File: config.mk
export PLATFORM = sky130hd
export DESIGN_NAME = cart_decoder
export DESIGN_NICKNAME = d
export VERILOG_FILES = /design/src/rtl/cart_pkg.sv /design/src/rtl/cart_addr_decode.sv /design/src/rtl/cart_cfg_regs.sv /design/src/rtl/cart_reg_port.sv /design/src/rtl/cart_decoder.sv
export SDC_FILE = /design/constraint.sdc
export NUM_CORES = 1
export LEC_CHECK = 0
export ABC_AREA = 1
export BUFFER_PORTS_ARGS = -buffer_cell sky130_fd_sc_hd__buf_2
export CORE_MARGIN = 1.5
export CORE_UTILIZATION = 48
export DETAILED_ROUTE_END_ITERATION = 6
export PLACE_DENSITY = 0.83
export SYNTH_ARGS = -nofsm -noshare
export SYNTH_HDL_FRONTEND = slang
export SYNTH_HIERARCHICAL = 1
export SYNTH_SLANG_ARGS = --single-unit
File: constraint.sdc
create_clock -name clk -period 1.4 [get_ports clk]
set_input_delay 0.28 -clock clk [delete_from_list [all_inputs] [get_ports clk]]
set_output_delay 0.28 -clock clk [all_outputs]
set_load 0.02 [all_outputs]
File: src/rtl/cart_pkg.sv
package cart_pkg;

  localparam int BUS_W = 32;

  // configuration bit positions (decoded by the memory controllers)
  localparam int CFG_SDRAM_BIT = 1;
  localparam int CFG_SAVE_BIT  = 3;
  localparam int CFG_16K_BIT   = 4;

  // boot-override field layout
  localparam int BOOT_CODE_W   = 4;
  localparam int BOOT_VID_LSB  = 4;
  localparam int BOOT_VID_W    = 2;
  localparam int BOOT_CODE_MIN = 1;
  localparam int BOOT_CODE_MAX = 7;
  localparam logic [BOOT_VID_W-1:0] VID_NONE = '1;

  typedef struct packed {
    logic save_16k;
    logic save_en;
    logic sdram_en;
  } cfg_t;

  function automatic logic boot_code_ok(input logic [BOOT_CODE_W-1:0] code);
    return (int'(code) >= BOOT_CODE_MIN) && (int'(code) <= BOOT_CODE_MAX);
  endfunction

  function automatic logic [BOOT_VID_W-1:0] eff_video(input logic [BUS_W-1:0] word);
    logic [BOOT_VID_W-1:0] vid;
    vid = word[BOOT_VID_LSB +: BOOT_VID_W];
    return boot_code_ok(word[BOOT_CODE_W-1:0]) ? vid : VID_NONE;
  endfunction

  function automatic logic [BUS_W-1:0] cfg_word(input cfg_t c);
    logic [BUS_W-1:0] w;
    w = '0;
    w[CFG_16K_BIT]   = c.save_16k;
    w[CFG_SAVE_BIT]  = c.save_en;
    w[CFG_SDRAM_BIT] = c.sdram_en;
    return w;
  endfunction

  // true when addr lies in the 2**lg byte window at base and the low
  // alignment bits selected by amask are clear
  function automatic logic win_hit(input logic [BUS_W-1:0] addr,
                                   input logic [BUS_W-1:0] base,
                                   input int lg,
                                   input logic [BUS_W-1:0] amask);
    return ((addr >> lg) == (base >> lg)) && ((addr & amask) == '0);
  endfunction

endpackage

File: src/rtl/cart_addr_decode.sv
module cart_addr_decode
  import cart_pkg::*;
#(
  parameter logic [BUS_W-1:0] ROM_BASE  = 32'h1000_0000,
  parameter int               ROM_LG    = 26,
  parameter logic [BUS_W-1:0] SAVE_BASE = 32'h1D00_0000,
  parameter int               SAVE_LG   = 11,
  parameter logic [BUS_W-1:0] REG_BASE  = 32'h1E00_0000,
  parameter int               REG_NUM   = 2
) (
  input  logic             req,
  input  logic [BUS_W-1:0] addr,
  input  logic             save_en,
  output logic             rom_hit,
  output logic             save_hit,
  output logic             reg_hit,
  output logic             reg_idx,
  output logic             acc_err
);
  localparam int NWIN   = 3;
  localparam int REG_LG = $clog2(REG_NUM * 4);
  localparam logic [BUS_W-1:0] WBASE [NWIN] = '{ROM_BASE, SAVE_BASE, REG_BASE};
  localparam int               WLG   [NWIN] = '{ROM_LG, SAVE_LG, REG_LG};
  localparam logic [BUS_W-1:0] WMASK [NWIN] = '{32'h1, 32'h3, 32'h3};

  logic [NWIN-1:0] raw;

  genvar gi;
  generate
    for (gi = 0; gi < NWIN; gi++) begin : g_win
      assign raw[gi] = req && win_hit(addr, WBASE[gi], WLG[gi], WMASK[gi]);
    end
  endgenerate

  assign rom_hit  = raw[0];
  assign save_hit = raw[1] && save_en;
  assign reg_hit  = raw[2];
  assign reg_idx  = addr[2];
  assign acc_err  = req && !(rom_hit || save_hit || reg_hit);
endmodule

File: src/rtl/cart_cfg_regs.sv
module cart_cfg_regs
  import cart_pkg::*;
(
  input  logic             clk,
  input  logic             rst_n,
  input  logic             host_evt,
  input  logic             cfg_wr,
  input  logic             boot_wr,
  input  logic [BUS_W-1:0] wdata,
  output cfg_t             cfg,
  output logic [BUS_W-1:0] boot_q
);
  always_ff @(posedge clk or negedge rst_n) begin
    if (!rst_n) begin
      cfg <= '0;
    end else begin
      if (cfg_wr) begin
        cfg.save_16k <= wdata[CFG_16K_BIT];
        cfg.save_en  <= wdata[CFG_SAVE_BIT];
        cfg.sdram_en <= wdata[CFG_SDRAM_BIT];
      end
      // host event overrides any concurrent write of the SDRAM enable
      if (host_evt) cfg.sdram_en <= 1'b0;
    end
  end

  always_ff @(posedge clk or negedge rst_n) begin
    if (!rst_n)       boot_q <= '0;
    else if (boot_wr) boot_q <= wdata;
  end
endmodule

File: src/rtl/cart_reg_port.sv
module cart_reg_port
  import cart_pkg::*;
(
  input  logic             clk,
  input  logic             rst_n,
  input  logic             reg_hit,
  input  logic             acc_err,
  input  logic             we,
  input  logic             idx,
  input  logic [BUS_W-1:0] cfg_rd,
  input  logic [BUS_W-1:0] boot_rd,
  output logic             ack,
  output logic             err,
  output logic [BUS_W-1:0] rdata
);
  logic [BUS_W-1:0] rd_mux;
  assign rd_mux = (reg_hit && !we) ? (idx ? boot_rd : cfg_rd) : '0;

  always_ff @(posedge clk or negedge rst_n) begin
    if (!rst_n) begin
      ack   <= 1'b0;
      err   <= 1'b0;
      rdata <= '0;
    end else begin
      ack   <= reg_hit || acc_err;
      err   <= acc_err;
      rdata <= rd_mux;
    end
  end
endmodule

File: src/rtl/cart_decoder.sv
module cart_decoder
  import cart_pkg::*;
#(
  parameter logic [31:0] ROM_BASE  = 32'h1000_0000,
  parameter int          ROM_LG    = 26,
  parameter logic [31:0] SAVE_BASE = 32'h1D00_0000,
  parameter int          SAVE_LG   = 11,
  parameter logic [31:0] REG_BASE  = 32'h1E00_0000
) (
  input  logic        clk,
  input  logic        rst_n,
  input  logic        host_evt,
  input  logic        bus_req,
  input  logic        bus_we,
  input  logic [31:0] bus_addr,
  input  logic [31:0] bus_wdata,
  output logic        sdram_sel,
  output logic        flash_sel,
  output logic        save_sel,
  output logic        reg_sel,
  output logic        bus_ack,
  output logic        bus_err,
  output logic [31:0] bus_rdata,
  output logic        cfg_sdram_en,
  output logic        cfg_save_serial_en,
  output logic        cfg_save_16k,
  output logic [31:0] boot_word,
  output logic        override_valid,
  output logic [1:0]  video_eff
);
  cfg_t cfg;
  logic rom_hit, save_hit, reg_idx, acc_err;
  logic cfg_wr, boot_wr;

  cart_addr_decode #(
    .ROM_BASE(ROM_BASE), .ROM_LG(ROM_LG), .SAVE_BASE(SAVE_BASE),
    .SAVE_LG(SAVE_LG), .REG_BASE(REG_BASE), .REG_NUM(2)
  ) u_dec (
    .req(bus_req), .addr(bus_addr), .save_en(cfg.save_en),
    .rom_hit(rom_hit), .save_hit(save_hit), .reg_hit(reg_sel),
    .reg_idx(reg_idx), .acc_err(acc_err)
  );

  assign sdram_sel = rom_hit && cfg.sdram_en;
  assign flash_sel = rom_hit && !cfg.sdram_en;
  assign save_sel  = save_hit;
  assign cfg_wr    = reg_sel && bus_we && !reg_idx;
  assign boot_wr   = reg_sel && bus_we && reg_idx;

  cart_cfg_regs u_regs (
    .clk(clk), .rst_n(rst_n), .host_evt(host_evt), .cfg_wr(cfg_wr),
    .boot_wr(boot_wr), .wdata(bus_wdata), .cfg(cfg), .boot_q(boot_word)
  );

  cart_reg_port u_port (
    .clk(clk), .rst_n(rst_n), .reg_hit(reg_sel), .acc_err(acc_err),
    .we(bus_we), .idx(reg_idx), .cfg_rd(cfg_word(cfg)), .boot_rd(boot_word),
    .ack(bus_ack), .err(bus_err), .rdata(bus_rdata)
  );

  assign cfg_sdram_en       = cfg.sdram_en;
  assign cfg_save_serial_en = cfg.save_en;
  assign cfg_save_16k       = cfg.save_16k;
  assign override_valid     = boot_code_ok(boot_word[BOOT_CODE_W-1:0]);
  assign video_eff          = eff_video(boot_word);
endmodule

=== After elaboration in Yosys (flattened, before gate mapping) ===
Cells that the tools add are included.

* Equal/unequal tests: 3
* Reductions and logical operators: 25
* $lt $le $gt $ge: 2
* Multiplexer cells: 5

{| class="wikitable"
|+ Operator list
! kind !! count
|-
| logical NOT 32 bit || 2
|-
| 2-to-1 mux 32 bit || 2
|-
| equality test 29 x 26 -> 1 bit (second input constant) || 1
|-
| equality test 21 x 18 -> 1 bit (second input constant) || 1
|-
| logical AND 1 bit || 15
|-
| equality test 6 x 3 -> 1 bit (second input constant) || 1
|-
| >= comparator 4 x 1 -> 1 bit (second input constant) || 1
|-
| less-or-equal comparator 4 x 3 -> 1 bit (second input constant) || 1
|-
| logical NOT 1 bit || 4
|-
| logical OR 1 bit || 3
|-
| 2-to-1 mux 1 bit || 2
|-
| 2-to-1 mux 2 bit || 1
|-
| nonzero test 2 bit || 1
|}

* Output and inout port bits: 76
* Word-level logic and storage cells: 42
* Bits in registers: 69

=== Logic depth before layout (Yosys ltp) ===
Gate-level depths: netlist of the first run.

* Word-level depth: 9
* Gate-level depth with buffers: 12
* Gate-level depth less buffers: 11

=== Hierarchy ===
The synthesis of the first run kept the hierarchy.

{| class="wikitable"
|+ Modules (own cells, without submodules)
! module !! seq. area each (um^2) !! cells each !! times used !! area each (um^2)
|-
| cart_cfg_regs || 875.8 || 149 || 1 || 1534.0
|-
| cart_reg_port || 850.8 || 144 || 1 || 1452.6
|-
| cart_addr_decode || 0.0 || 68 || 1 || 279.0
|-
| cart_decoder || 0.0 || 18 || 1 || 73.8
|}

=== Worst setup path after synthesis of the first run ===
No wires, ideal clock.

* Kind: input to register
* Start: in bus_addr[16]
* End: reg u_regs.boot_q[10]
* Stages: 10
* Setup slack: -0.197 ns
* Arrival: 1.478 ns
* Cells stage by stage: nor2_1 nand3_1 inv_1 nand3_1 nor2_2 nand2_1 nor2_1 buf_6 buf_8 o21ai_2

* Word-level cells in the longest chain between the ends: 5

{| class="wikitable"
|+ RTL lines
! what !! line !! source
|-
| start, declared || cart_decoder.sv:15 || <nowiki>input logic [31:0] bus_addr,</nowiki>
|-
| equality test 29 x 26 -> 1 bit || cart_pkg.sv:49 || <nowiki>return ((addr >> lg) == (base >> lg)) && ((addr & amask) == '0);</nowiki>
|-
| logical AND 1 bit || cart_pkg.sv:49 ||
|-
| logical AND 1 bit || cart_addr_decode.sv:31 || <nowiki>assign raw[gi] = req && win_hit(addr, WBASE[gi], WLG[gi], WMASK[gi]);</nowiki>
|-
| via reg_sel || cart_decoder.sv:20 || <nowiki>output logic reg_sel,</nowiki>
|-
| logical AND 1 bit (2 in a row) || cart_decoder.sv:48 || <nowiki>assign boot_wr = reg_sel && bus_we && reg_idx;</nowiki>
|-
| via boot_wr || cart_decoder.sv:33 || <nowiki>logic cfg_wr, boot_wr;</nowiki>
|-
| end signal, assigned || cart_cfg_regs.sv:29 || <nowiki>else if (boot_wr) boot_q <= wdata;</nowiki>
|-
| end, declared || cart_cfg_regs.sv:11 || <nowiki>output logic [BUS_W-1:0] boot_q</nowiki>
|}

The timed path passes the listed nets, and every way through them passes these cells.
A chain may end at the register's enable or synchronous reset.

=== Worst setup path in the final report of the first run ===
* Start: reg, netlist name u_regs/cfg[1]
* End: out save_sel

* Word-level cells in the longest chain between the ends: 1

{| class="wikitable"
|+ RTL lines
! what !! line !! source
|-
| logical AND 1 bit || cart_addr_decode.sv:36 || <nowiki>assign save_hit = raw[1] && save_en;</nowiki>
|-
| end, declared || cart_decoder.sv:19 || <nowiki>output logic save_sel,</nowiki>
|}

No other way between the ends.

==> impl_metrics.env, run 1 <==
export IMPL_outcome="finished, violations left"
export IMPL_failed_checks="setup timing"
export IMPL_dp_hpwl_mm=5.46
export IMPL_fillers=541
export IMPL_clock_sinks=69
export IMPL_via_per_inst=4.63
export IMPL_clockPowerShare_pct=39.9
export IMPL_finalSetupViolCount=3
export IMPL_wl_mm=8.20
export IMPL_dpl_cell_area_um2=4260
export IMPL_drt_iter0_markers=68
export IMPL_io_buffers=144
export IMPL_ir_drop_v=0.000462
export IMPL_power_frac_comb_pct=9.1
export IMPL_tritoncts="yes"
export IMPL_fin_worst_skew_ns=0.00877
export IMPL_ff2ff_path_depth=9
export IMPL_min_period_over_period_pct=106
export IMPL_drv_slew=0
export IMPL_ant_nets=0
export IMPL_reg2reg_slack_ns=0.12
export IMPL_cts_root_buffer="clkbuf_8"
export IMPL_start_kind="flip-flop"
export IMPL_die_h_um=86.4
export IMPL_yosysSeqAreaShare_pct=51.7
export IMPL_synth_top_family_by_area="simple AND/OR/NAND/NOR gates"
export IMPL_hold_path_class="primary input to flip-flop"
export IMPL_synth_simple_gate_area_share_pct=19.6
export IMPL_dr_pass1_iters=6
export IMPL_diodes=0
export IMPL_dieArea_um2=7470
export IMPL_grt_max_degree=70
export IMPL_syn_inst=379
export IMPL_synthMuxAreaShare_pct=0
export IMPL_worst_ep_arrival_time_ns=1.20
export IMPL_end_kind="output port"
export IMPL_cts_inserted_buffers=9
export IMPL_mostFrequentLayoutCell="buf_2"
export IMPL_path_class="flip-flop to output port"
export IMPL_stdcell_area_um2=4750
export IMPL_synth_seq_cells=69
export IMPL_htreeDepth=3
export IMPL_coreArea_um2=6760
export IMPL_synthAdderAreaFrac_pct=0
export IMPL_grt_ovfl_total=0
export IMPL_start_util_pct=49.4
export IMPL_leakage_nw=2.67
export IMPL_p_seq_share_pct=51.0
export IMPL_wl_per_cell_um=12.5
export IMPL_path_clk_slew_ns=0.08
export IMPL_regToRegStartpoint="u_regs/cfg[1]$_DFFE_PN0P_"
export IMPL_antenna_found_initial=0
export IMPL_syn2layout_area_growth_pct=42.3
export IMPL_track_usage_pct=21.9
export IMPL_worstSetupStartpoint="u_regs/cfg[1]$_DFFE_PN0P_"
export IMPL_whs_ns=0.147
export IMPL_hold_start="bus_wdata[6]"
export IMPL_synthDistinctLibCells=20
export IMPL_ios=145
export IMPL_drive_above_1_share_pct=48.5
export IMPL_required_ns=1.12
export IMPL_clockBufferDepth=2
export IMPL_power_density_nw_per_um2=823
export IMPL_hold_end="u_regs/boot_q[6]$_DFFE_PN0P_"
export IMPL_rsz0062_at_grt="true"
export IMPL_mostFrequentLayoutCells="buf_2, nand2_1, dfrtp_1, inv_1"
export IMPL_setup_ws_ns=-0.0842
export IMPL_reg2reg_to="u_port/ack$_DFF_PN0_"
export IMPL_netSwitchingFraction_pct=24.2
export IMPL_hold_depth=3
export IMPL_grt_pass1_vias=2932
export IMPL_maxCapViolations=0
export IMPL_drc=0
export IMPL_fmax_mhz=674
export IMPL_seq_area_um2=1730
export IMPL_avgSynthCellArea_um2=8.81
export IMPL_fp_row_count=30
export IMPL_synth_area_um2=3340
export IMPL_synth_xor_area_share_pct=0
export IMPL_synth_compound_area_share_pct=14.5
export IMPL_p_int_mw=2.97
export IMPL_synth_warning_count=6
export IMPL_finalHoldViolations=0
export IMPL_worstPathMaxFanout=2
export IMPL_period_needed_ns=1.48
export IMPL_vias=3030
export IMPL_nets=639
export IMPL_gp_routability_congestion=0.781
export IMPL_clk_latency_ns=0.33
export IMPL_multi_input_area_um2=1390
export IMPL_power_switching_uw=948
export IMPL_grt_pass1_wl_mm=12.8
export IMPL_die_x_um=86.4
==> worst max-delay path: stages (launching register included) <==
cell,delay [ns]
dfrtp_1,0.36
nand2_1,0.05
nor2_1,0.08
nand2_1,0.06
nor2_1,0.08
nand2_1,0.07
inv_1,0.06
buf_6,0.11
==> power groups by stage <==
stage	clock network (mW)	registers (mW)	logic [mW]
after floorplan	0	2.04	0.149
after global placement	0	2.03	0.303
after detailed placement	0	2.03	0.310
after CTS	1.60	2.00	0.317
after global routing	1.71	1.99	0.400
final	1.56	2.00	0.355
==> timing repair <==
item,CTS,global route
pin swaps,9,20
hold buffers,1,0
gates cloned,0,1
hold endpoints to repair,69,0
endpoints found under the setup margin,6,25
gates resized for setup,17,48
setup buffers,5,3
==> cell families (layout without fill, tap and decap cells) <==
| logic type | after synthesis | after routing |
|---|---|---|
| compound gates | 67 | 67 |
| flops | 69 | 69 |
| other cells | 1 | 29 |
| simple gates | 159 | 159 |
| buf+inv | 83 | 251 |
==> synthesized netlist by cell type <==
library cell	instances	share of area [%]
nand2_2	12	2.2
o21ai_0	5	0.75
nand2_1	109	12
buf_2	3	0.45
nor2_1	22	2.5
conb_1	1	0.11
a21oi_2	11	2.9
inv_1	63	7.1
buf_6	7	2.4
dfrtp_1	69	52
or2_2	1	0.19
o21ai_2	29	7.6
a21oi_1	22	3.3
buf_8	5	2.2
buf_4	1	0.22
nor2_2	6	1.1
inv_2	1	0.11
nand3_1	9	1.3
buf_12	2	1.2
inv_8	1	0.34
==> cell type report <==
cell class,count,area share [%]
multi-input combinational,255,29.2
timing repair buffer,170,23.0
clock inverter,6,1.34
inverter,65,5.29
sequential,69,36.4
clock buffer,10,2.68
tap,80,2.11
==> routing by layer <==
metal	part of all wire, %	vias up	track usage (%)
met5	0	-	0
met4	1.8	0	7.18
met3	5.3	15	5.33
met2	52	107	39.3
met1	41	1410	25.6
li1	-	1498	-
==> flip-flops by register name, summed over array words and instances, names as in the netlist <==
name and count:
u_port/err 1, u_port/ack 1, u_port/rdata 32, u_regs/cfg 3, u_regs/boot_q 32
==> how the worst max path moves through the flow <==
stage                                     to  cells after the start
2_1_floorplan  u_regs/boot_q[10]$_DFFE_PN0P_                     10
3_3_place_gp    u_regs/boot_q[0]$_DFFE_PN0P_                     10
3_5_place_dp    u_regs/boot_q[0]$_DFFE_PN0P_                     10
4_1_cts                             save_sel                      7
5_1_grt                             save_sel                      7
6_report                            save_sel                      7
==> metrics by stage <==
stage                     cells  setup WS [ns]  power, mW  TNS, ns  utilization (%)
after CTS                   652         -0.110       3.91   -0.184             67.4
after floorplan             407         -0.109       2.19    -3.37                -
after global routing        655         -0.218       4.10   -0.536             70.4
after global placement      630         -0.246       2.34    -9.56             63.0
after detailed placement    630         -0.279       2.34   -11.92             63.0
final                       655        -0.0842       3.91   -0.165             70.4
Note: power is estimated with default switching activity, not from simulation.
==> run 2, diff against run 1 <==
==> constraint.sdc (replaced) <==
create_clock -name clk -period 1.4 [get_ports clk]
set_input_delay 0.28 -clock clk [delete_from_list [all_inputs] [get_ports clk]]
set_output_delay 0.28 -clock clk [all_outputs]
set_load 0.005 [all_outputs]
==> run 2 against run 1 <==
The flow still finishes with violations (setup timing). Sequential power hardly changed. Register-to-register slack worse by 0.02 ns. Via count is 0.40% lower. Clock skew is 0.00066 ns lower. Sequential share of layout area is 0.89 points higher. Critical endpoint unchanged. Core utilization is 1.7 points lower. Largest cell class unchanged. Clock power is 27% higher. Worst hold slack better by 0.0053 ns.
==> impl_metrics.env, run 2 (same netlist as run 1, synthesis figures left out) <==
export IMPL_clk_latency_ns=0.33
export IMPL_worst_ep_arrival_time_ns=1.24
export IMPL_outcome="finished, violations left"
export IMPL_vias=3018
export IMPL_power_density_nw_per_um2=927
export IMPL_clock_sinks=69
export IMPL_wl_per_cell_um=12.1
export IMPL_dr_pass1_iters=4
export IMPL_end_kind="output port"
export IMPL_finalHoldViolations=0
export IMPL_hold_path_class="primary input to flip-flop"
export IMPL_cts_root_buffer="clkbuf_8"
export IMPL_die_x_um=86.4
export IMPL_min_period_over_period_pct=108
export IMPL_start_util_pct=49.4
export IMPL_coreArea_um2=6760
export IMPL_antenna_found_initial=0
export IMPL_track_usage_pct=21.2
export IMPL_nets=638
export IMPL_ir_drop_v=0.000437
export IMPL_rsz0062_at_grt="true"
export IMPL_via_per_inst=4.62
export IMPL_dp_cells=630
export IMPL_diodes=0
export IMPL_htreeDepth=3
export IMPL_drive_above_1_share_pct=45.0
export IMPL_maxCapViolations=0
export IMPL_tritoncts="yes"
export IMPL_required_ns=1.12
export IMPL_period_needed_ns=1.52
export IMPL_grt_pass1_wl_mm=12.2
export IMPL_path_class="flip-flop to output port"
export IMPL_dp_hpwl_mm=5.40
export IMPL_crit_chain="nand2_1 -> nor2_1 -> nand2_1 -> nor2_1 -> nand2_1 -> inv_1 -> buf_2"
export IMPL_start_kind="flip-flop"
export IMPL_setup_ws_ns=-0.117
export IMPL_grt_pass1_vias=2869
export IMPL_path_buf_inv=2
export IMPL_io_buffers=144
export IMPL_failed_checks="setup timing"
export IMPL_seq_area_um2=1730
export IMPL_drv_slew=0
export IMPL_path_clk_slew_ns=0.07
export IMPL_syn2layout_area_growth_pct=38.9
export IMPL_leakage_nw=2.67
export IMPL_grt_ovfl_total=0
export IMPL_drc=0
export IMPL_clockBufferDepth=2
export IMPL_worstPathMaxFanout=2
export IMPL_mostFrequentLayoutCells="buf_2, nand2_1, dfrtp_1, inv_1"
export IMPL_ios=145
export IMPL_fillers=548
export IMPL_gp_routability_congestion=0.764
export IMPL_fin_worst_skew_ns=0.00811
export IMPL_grt_max_degree=70
export IMPL_crit_top_cell="nand2_1"
export IMPL_final_core_util_pct=68.6
export IMPL_slowest_delay_ns=0.36
export IMPL_ant_nets=0
export IMPL_multi_input_area_um2=1310
export IMPL_drt_iter0_markers=84
export IMPL_die_h_um=86.4
export IMPL_fin_cells=653
export IMPL_slowest_stage="dfrtp_1"
export IMPL_fp_row_count=30
export IMPL_wl_mm=7.93
export IMPL_fmax_mhz=659
export IMPL_dieArea_um2=7470
export IMPL_crit_family="simple AND/OR/NAND/NOR gates"
export IMPL_cts_inserted_buffers=9
export IMPL_finalSetupViolCount=1
export IMPL_mostFrequentLayoutCell="buf_2"
export IMPL_top_regs="u_port/rdata x32, u_regs/boot_q x32, u_regs/cfg x3"
run 2: through the flow:
| step | power (mW) | area [um^2] | setup WS [ns] | hold slack (ns) | setup TNS (ns) |
|---|---|---|---|---|---|
| after global routing | 4.45 | 4640 | -0.189 | 0.137 | -0.415 |
| after CTS | 4.32 | 4530 | -0.142 | 0.135 | -0.240 |
| after detailed placement | 2.34 | 4240 | -0.282 | 0.332 | -11.24 |
| final | 4.30 | 4640 | -0.117 | 0.152 | -0.117 |
| after floorplan | 2.18 | 3460 | -0.0508 | -0.0156 | -1.51 |
| after global placement | 2.33 | 4240 | -0.211 | 0.327 | -8.85 |
run 2: metal layers:
layer | wire length [um] | vias up | GRT usage, %
li1 | - | 1492 | -
met1 | 3280 | 1414 | 24.3
met2 | 4190 | 104 | 38.4
met3 | 377 | 8 | 4.57
met4 | 86 | 0 | 8.21
met5 | 0 | - | 0
run 2: worst register-to-register path: stages (launching register included):
cell     delay (ns)
dfrtp_1        0.36
nand2_1        0.06
nor2_1         0.10
nand2_1        0.07
nor2_1         0.10
nand2_1        0.08
buf_4          0.14
nand2_2        0.05
nor2_2         0.04
or2_4          0.21
run 2: final timing paths:
kind,startpoint,to,slack (ns),cells after the start
max,u_regs/cfg[1]$_DFFE_PN0P_,save_sel,-0.12,7
min,bus_wdata[6],u_regs/boot_q[6]$_DFFE_PN0P_,0.15,3
max reg2reg,u_regs/cfg[1]$_DFFE_PN0P_,u_port/ack$_DFF_PN0_,0.10,9
min reg2reg,u_regs/boot_q[27]$_DFFE_PN0P_,u_regs/boot_q[27]$_DFFE_PN0P_,0.55,2
max in group asynchronous,rst_n,u_regs/cfg[1]$_DFFE_PN0P_,0.61,3
min in group asynchronous,rst_n,u_port/rdata[23]$_DFF_PN0_,0.50,3
run 2: timing repair:
item	4_1_cts	5_1_grt
endpoints found under the hold margin	69	0
pin swaps	6	12
gates cloned	0	2
gates resized for setup	1	12
hold buffers	1	0
setup endpoints to repair	5	28
buffers inserted	5	2
run 2: area by class of cell:
type	instances	area share [%]
clock buffer	11	3.26
clock inverter	4	2.05
inverter	65	5.42
multi-input combinational	255	28.3
sequential	69	37.2
tap	80	2.16
timing repair buffer	169	21.6
run 2: power by group:
group | switching, mW | internal, mW
Clock | 0.712 | 1.27
Sequential | 0.000787 | 2.00
Combinational | 0.188 | 0.133
Total | 0.901 | 3.40
